### src/rtl/refdiv_pkg.sv
// Package refdiv_pkg
// Shared names for the reference divider: the prescaler select encoding
// and a helper that finds the largest prescaler ratio for sizing counters.
package refdiv_pkg;

    // Prescaler select encoding (the value driven on pre_sel)
    typedef enum logic [1:0] {
        PRE_DIV1   = 2'd0,
        PRE_DIV2   = 2'd1,
        PRE_DIV10  = 2'd2,
        PRE_DIV100 = 2'd3
    } pre_sel_e;

    // Largest of the four prescaler ratios; sizes the prescaler counter
    function automatic int max_of4(input int a, input int b, input int c, input int d);
        int m;
        m = a;
        if (b > m) m = b;
        if (c > m) m = c;
        if (d > m) m = d;
        return m;
    endfunction

endpackage

### src/rtl/refdiv_prescale.sv
// Module refdiv_prescale
// Divides the incoming event stream by one of four fixed ratios picked by
// sel. The ratio in use is captured during reset and at each terminal
// count only, so a period already under way is never shortened.
// Assumes every ratio parameter is at least 1 and fits in CW bits.
// A ratio of 1 passes each input event straight through as a tick.
module refdiv_prescale
    import refdiv_pkg::*;
#(
    parameter int CW     = 7,
    parameter int RATIO0 = 1,
    parameter int RATIO1 = 2,
    parameter int RATIO2 = 10,
    parameter int RATIO3 = 100
) (
    input  logic       clk,
    input  logic       rst_n,
    input  logic       ev_in,
    input  logic [1:0] sel,
    output logic       tick
);

    logic [CW-1:0] cnt_q;
    logic [CW-1:0] ratio_q;
    logic [CW-1:0] ratio_dec;
    logic          at_last;

    // Decode the select into a ratio value
    always_comb begin
        unique case (pre_sel_e'(sel))
            PRE_DIV1:   ratio_dec = CW'(RATIO0);
            PRE_DIV2:   ratio_dec = CW'(RATIO1);
            PRE_DIV10:  ratio_dec = CW'(RATIO2);
            default:    ratio_dec = CW'(RATIO3);
        endcase
    end

    // Terminal position of the current period
    assign at_last = (cnt_q == (ratio_q - CW'(1)));
    assign tick    = ev_in & at_last;

    // Count events; reload ratio at terminal count or in reset
    always_ff @(posedge clk) begin
        if (!rst_n) begin
            cnt_q   <= '0;
            ratio_q <= ratio_dec;
        end else if (ev_in) begin
            if (at_last) begin
                cnt_q   <= '0;
                ratio_q <= ratio_dec;
            end else begin
                cnt_q <= cnt_q + CW'(1);
            end
        end
    end


    pre_cnt_bound_chk: assert property (@(posedge clk) disable iff (!rst_n)
        cnt_q < ratio_q);


    pre_ratio_hold_chk: assert property (@(posedge clk) disable iff (!rst_n)
        !tick |=> $stable(ratio_q));


    pre_idle_hold_chk: assert property (@(posedge clk) disable iff (!rst_n)
        !ev_in |=> $stable(cnt_q));

endmodule

### src/rtl/refdiv_binary.sv
// Module refdiv_binary
// Programmable divider over the prescaler ticks. A ratio word N from 1
// up to 2^W-1 divides by N; an all-zero word divides by 2^W. The word is
// captured during reset and at each terminal count only. The output is
// a registered one-cycle pulse after each completed count.
// Assumes tick_in is a single-cycle event qualifier.
module refdiv_binary #(
    parameter int W = 10
) (
    input  logic         clk,
    input  logic         rst_n,
    input  logic         tick_in,
    input  logic [W-1:0] ratio_word,
    output logic         pulse
);

    localparam int NW = W + 1;

    logic [W-1:0]  cnt_q;
    logic [NW-1:0] n_q;
    logic [NW-1:0] n_dec;
    logic          at_last;
    logic          term;
    logic          pulse_q;

    // Map an all-zero word to the full range 2^W
    assign n_dec   = (ratio_word == '0) ? (NW'(1) << W) : {1'b0, ratio_word};

    // Terminal position and terminal event
    assign at_last = ({1'b0, cnt_q} == (n_q - NW'(1)));
    assign term    = tick_in & at_last;

    // Count ticks; reload ratio at terminal count or in reset
    always_ff @(posedge clk) begin
        if (!rst_n) begin
            cnt_q <= '0;
            n_q   <= n_dec;
        end else if (tick_in) begin
            if (at_last) begin
                cnt_q <= '0;
                n_q   <= n_dec;
            end else begin
                cnt_q <= cnt_q + W'(1);
            end
        end
    end

    // Register the output pulse; held low in reset
    always_ff @(posedge clk) begin
        if (!rst_n) pulse_q <= 1'b0;
        else        pulse_q <= term;
    end

    assign pulse = pulse_q;


    bin_cnt_bound_chk: assert property (@(posedge clk) disable iff (!rst_n)
        {1'b0, cnt_q} < n_q);


    bin_pulse_cause_chk: assert property (@(posedge clk) disable iff (!rst_n)
        pulse_q |-> $past(tick_in));


    bin_ratio_hold_chk: assert property (@(posedge clk) disable iff (!rst_n)
        !term |=> $stable(n_q));


    bin_idle_low_chk: assert property (@(posedge clk) disable iff (!rst_n)
        !tick_in |=> !pulse_q);

endmodule

### src/rtl/refdiv_top.sv
// Module refdiv_top
// Reference divider: a four-ratio prescaler followed by a programmable
// binary stage, giving one output pulse per P*N reference events.
// Assumes ref_en is a per-cycle event qualifier in the clk domain.
// When every prescaler ratio is 1 the prescaler is left out entirely.
module refdiv_top
    import refdiv_pkg::*;
#(
    parameter int RATIO_W = 10,
    parameter int PRE_R0  = 1,
    parameter int PRE_R1  = 2,
    parameter int PRE_R2  = 10,
    parameter int PRE_R3  = 100
) (
    input  logic               clk,
    input  logic               rst_n,
    input  logic               ref_en,
    input  logic [1:0]         pre_sel,
    input  logic [RATIO_W-1:0] ratio_word,
    output logic               div_out
);

    localparam int PRE_MAX = max_of4(PRE_R0, PRE_R1, PRE_R2, PRE_R3);
    localparam int PRE_CW  = (PRE_MAX < 2) ? 1 : $clog2(PRE_MAX + 1);

    logic pre_tick;

    // Pick the prescaler variant from the ratio set
    generate
        if (PRE_MAX == 1) begin : g_no_pre
            assign pre_tick = ref_en;
        end else begin : g_pre
            refdiv_prescale #(
                .CW     (PRE_CW),
                .RATIO0 (PRE_R0),
                .RATIO1 (PRE_R1),
                .RATIO2 (PRE_R2),
                .RATIO3 (PRE_R3)
            ) u_pre (
                .clk   (clk),
                .rst_n (rst_n),
                .ev_in (ref_en),
                .sel   (pre_sel),
                .tick  (pre_tick)
            );
        end
    endgenerate

    refdiv_binary #(
        .W (RATIO_W)
    ) u_bin (
        .clk        (clk),
        .rst_n      (rst_n),
        .tick_in    (pre_tick),
        .ratio_word (ratio_word),
        .pulse      (div_out)
    );


    top_tick_src_chk: assert property (@(posedge clk) disable iff (!rst_n)
        pre_tick |-> ref_en);


    top_reset_low_chk: assert property (@(posedge clk)
        !rst_n |=> !div_out);

endmodule

### config.mk
export PLATFORM = sky130hd
export DESIGN_NAME = refdiv_top
export DESIGN_NICKNAME = d
export VERILOG_FILES = /design/src/rtl/refdiv_pkg.sv /design/src/rtl/refdiv_prescale.sv /design/src/rtl/refdiv_binary.sv /design/src/rtl/refdiv_top.sv
export SDC_FILE = /design/constraint.sdc
export NUM_CORES = 1
export LEC_CHECK = 0
export BUFFER_PORTS_ARGS = -buffer_cell sky130_fd_sc_hd__buf_4
export CAP_MARGIN = 5
export CORE_UTILIZATION = 50
export DETAILED_ROUTE_END_ITERATION = 8
export HOLD_SLACK_MARGIN = 0.1
export PLACE_DENSITY = 0.73
export SLEW_MARGIN = 10
export SYNTH_ARGS = -nofsm -noshare
export SYNTH_HDL_FRONTEND = slang
export SYNTH_SLANG_ARGS = --single-unit
### constraint.sdc
create_clock -name clk -period 6.9 [get_ports clk]
set_clock_uncertainty 0.15 [all_clocks]
set_input_delay 0.69 -clock clk [delete_from_list [all_inputs] [get_ports clk]]
set_output_delay 0.69 -clock clk [all_outputs]
set_load 0.02 [all_outputs]
==> run_results.csv <==
group,metric,value,unit
placement,globalplace.congestion,0.860,
critical_path,path_depth,8,
critical_path,critical_path.endpoint_type,"flip-flop",
placement,buffer_ports.inserted,15,
timing,unrepaired_setup_endpoints_after_global_routing,"no",
route,wl_per_cell,12.4,µm
route,drtPass1Iterations,4,
final_layout,antennaDiodeCount,0,
critical_path,crit_path_top_delay_cell,"o21ai_1",
grt,via_count_of_the_first_global_routing_pass,1289,
power_and_ir_drop,leakagePower,0.797,nW
critical_path,critical_path.top_delay_family,"simple AND/OR/NAND/NOR gates",
synthesis,dominantRegCellSynth,"dfxtp_1",
timing,fmax,0.299,GHz
critical_path,cpPeakStageDelay,750,ps
clock_network,clockBufferDepth,2,
clock_network,insertion_delay,280,ps
worst_hold_path,worst_min_path_class,"flip-flop to flip-flop",
critical_path,cp-start-kind,"flip-flop",
floorplanning,dieWidth,65.7,µm
run,max_cap_violations,0,
synthesis,synthDistinctLibCells,52,
synthesis,asyncSetResetFlopFracSynth,0,%
route,detailroute.via_count,1500,
timing,final.min_clock_period,3340,ps
outcome,run_status,"finished clean",
synthesis,synthDominantAreaCellType,"edfxtp_1",
synthesis,post_synth.cell_area_avg,9.26,µm²
grt,global_route.overflow_total,0,
grt,grt_first_pass_wirelength,5820,µm
synthesis,portion_of_synthesized_cell_area_occupied_by_the_leading_cell_type,22.2,%
route,route.detailed.drc,0,
floorplanning,row_count,22,
clock_network,tritoncts_num_sinks,33,
final_layout,nets,245,
power_and_ir_drop,power_density,192,mW/mm²
synthesis,ys_seq_elements,33,
route,avgViaCountPerCell,5.51,
critical_path,required,6660,ps
timing,fin_setup_tns,0,ps
floorplanning,die-area,0.00432,mm²
grt,grt_max_degree,12,
power_and_ir_drop,vdd_drop_max,119,µV
clock_network,cts_setup_buffers,0,
clock_network,cts_htree_levels,2,
final_layout,utilization,58.0,%
timing,tightest_slew,868,ps
synthesis,synth_enable_flop_cells,15,
final_layout,syn2layout_area_growth,7.83,%
synthesis,yosys_warnings,0,
final_layout,drive_above_1_share,15.2,%
clock_network,path_clk_slew,70,ps
timing,slew_headroom,41.7,%
critical_path,worstPathCellList,"inv_1 > ha_1 > or3b_1 > nor3_1 > or3b_1 > nand3_1 > nand3_1 > o21ai_1",
timing,finalSetupViolCount,0,
critical_path,setup.worst_path.class,"flip-flop to flip-flop",
synthesis,synth.yosys.seq_area_share,40.0,%
synthesis,top_count_cell_post_synth,"dfxtp_1",
route,drt-initial-drc-count,74,
critical_path,cp_max_fo,11,
floorplanning,io_pins,16,
grt,grt_antenna_before_repair,0,
clock_network,cts_resized,0,
synthesis,synth_top_cells_by_area,"edfxtp_1 22%, dfxtp_1 18%, xnor2_1 5.2%",
placement,detailed_place_hpwl,2590,µm
timing,final_hold_viol_count,0,
synthesis,synthesis.instances,219,
floorplanning,fp.dieH,65.7,µm
critical_path,path_buf_inv,1,
route,antenna_left,0,
timing,period_share,48.4,%
clock_network,tritoncts,"built",
clock_network,clockRootBuffer,"clkbuf_8",
synthesis,synth_top_cells_by_count,"18 x dfxtp_1, 15 x edfxtp_1, 15 x nand2_1",
clock_network,cts_hold_buf,0,
grt,grt_util_all_layers,18.1,%
timing,final-max-slew-violation-count,0,
route,drt-total-wl,3380,µm
clock_network,cts-buffers-inserted,5,
critical_path,crit_arrival,3100,ps
critical_path,worstRegToRegCells,8,
floorplanning,placeableCoreArea,0.00377,mm²
floorplanning,start_util,53.8,%
synthesis,synth_fp_nets,241,
worst_hold_path,min_delay_path_depth,2,
synthesis,synth_area,0.00203,mm²
-- path summary, 6_finish.rpt --
path                  startpoint        endpoint  slack [ps]
setup / recovery    u_bin.n_q[0]    u_bin.n_q[0]        3560
hold reg to reg   u_bin.cnt_q[9]  u_bin.cnt_q[9]         340
setup reg to reg    u_bin.n_q[0]    u_bin.n_q[0]        3560
hold / removal    u_bin.cnt_q[9]  u_bin.cnt_q[9]         340
-- routing by layer --
| layer | GRT usage (%) | share of wire [%] | wire (µm) | vias to the layer above |
|---|---|---|---|---|
| li1 | - | - | - | 792 |
| met1 | 24.9 | 50 | 1680 | 661 |
| met2 | 26.8 | 43 | 1460 | 40 |
| met3 | 5.21 | 5.3 | 180 | 7 |
| met4 | 6.52 | 1.9 | 63 | 0 |
| met5 | 0 | 0 | 0 | - |
-- per-stage QoR --
stage                     hold slack [ps]  setup slack (ps)  std cells  power (W)  area, µm²
after floorplan                       313              3740        219   0.000278       2030
after global placement                336              3580        264   0.000287       2110
after detailed placement              345              3530        264   0.000288       2110
after CTS                             355              3520        272   0.000423       2190
after global routing                  379              3180        272   0.000441       2190
final                                 345              3560        272   0.000419       2190
-- cells by family (layout without fill, tap and decap cells) --
group	count (synthesis)	count (layout)	synth area share [%]
AOI/OAI and AO/OA	33	33	12.2
xor gates and xnor gates	20	20	8.64
adders and majority gates	7	7	4.32
buffers and inverters	34	39	7.59
DFF	33	33	40.0
muxes	1	1	0.494
and+or+nand+nor	91	91	26.8
-- report_power, final --
part / internal [W] / switching, W
Sequential: 0.000216 / 0.0000147
Clock: 0.0000701 / 0.0000656
Combinational: 0.0000264 / 0.0000269
Total: 0.000312 / 0.000107
-- cell type report --
class / count / area, µm²
Inverter: 16 / 60.1
Tap cell: 48 / 60.1
Clock buffer: 7 / 76.3
Multi-Input combinational cell: 152 / 1060
Fill cell: 335 / 1580
Sequential cell: 33 / 811
Clock inverter: 1 / 3.75
Timing Repair Buffer: 15 / 113
-- tightest hold or removal path, delay by kind of cell (launching register included) --
| kind | cells | cell delay [ps] |
|---|---|---|
| AOI/OAI and AO/OA | 1 | 60 |
| DFF | 1 | 320 |
| buffers and inverters | 1 | 70 |
-- state kept, by name, indices dropped and copies added (netlist names) --
signal and cells:
u_bin.cnt_q 10, u_bin.pulse 1, g_pre.u_pre.ratio_q 4, u_bin.n_q 11, g_pre.u_pre.cnt_q 7
-- cells in the final DEF (no fill, tap or decap), types with 3 or more instances in the layout --
cell type | synthesis | layout
dfxtp_1 | 18 | 18
nand2_1 | 15 | 15
edfxtp_1 | 15 | 15
buf_4 | 1 | 15
inv_1 | 14 | 14
xnor2_1 | 12 | 12
nor2_1 | 12 | 12
nand3_1 | 10 | 10
nor3_1 | 9 | 9
xor2_1 | 8 | 8
a21oi_1 | 8 | 8
ha_1 | 7 | 7
nor4_1 | 6 | 6
nand4_1 | 5 | 5
clkbuf_8 | 0 | 5
and3_1 | 4 | 4
o21ai_1 | 4 | 4
and2_1 | 4 | 4
or3b_1 | 3 | 3
nor2b_1 | 3 | 3
nand2b_1 | 3 | 3
a32oi_1 | 3 | 3
o22ai_1 | 3 | 3
(Power assumes the default switching activity.)
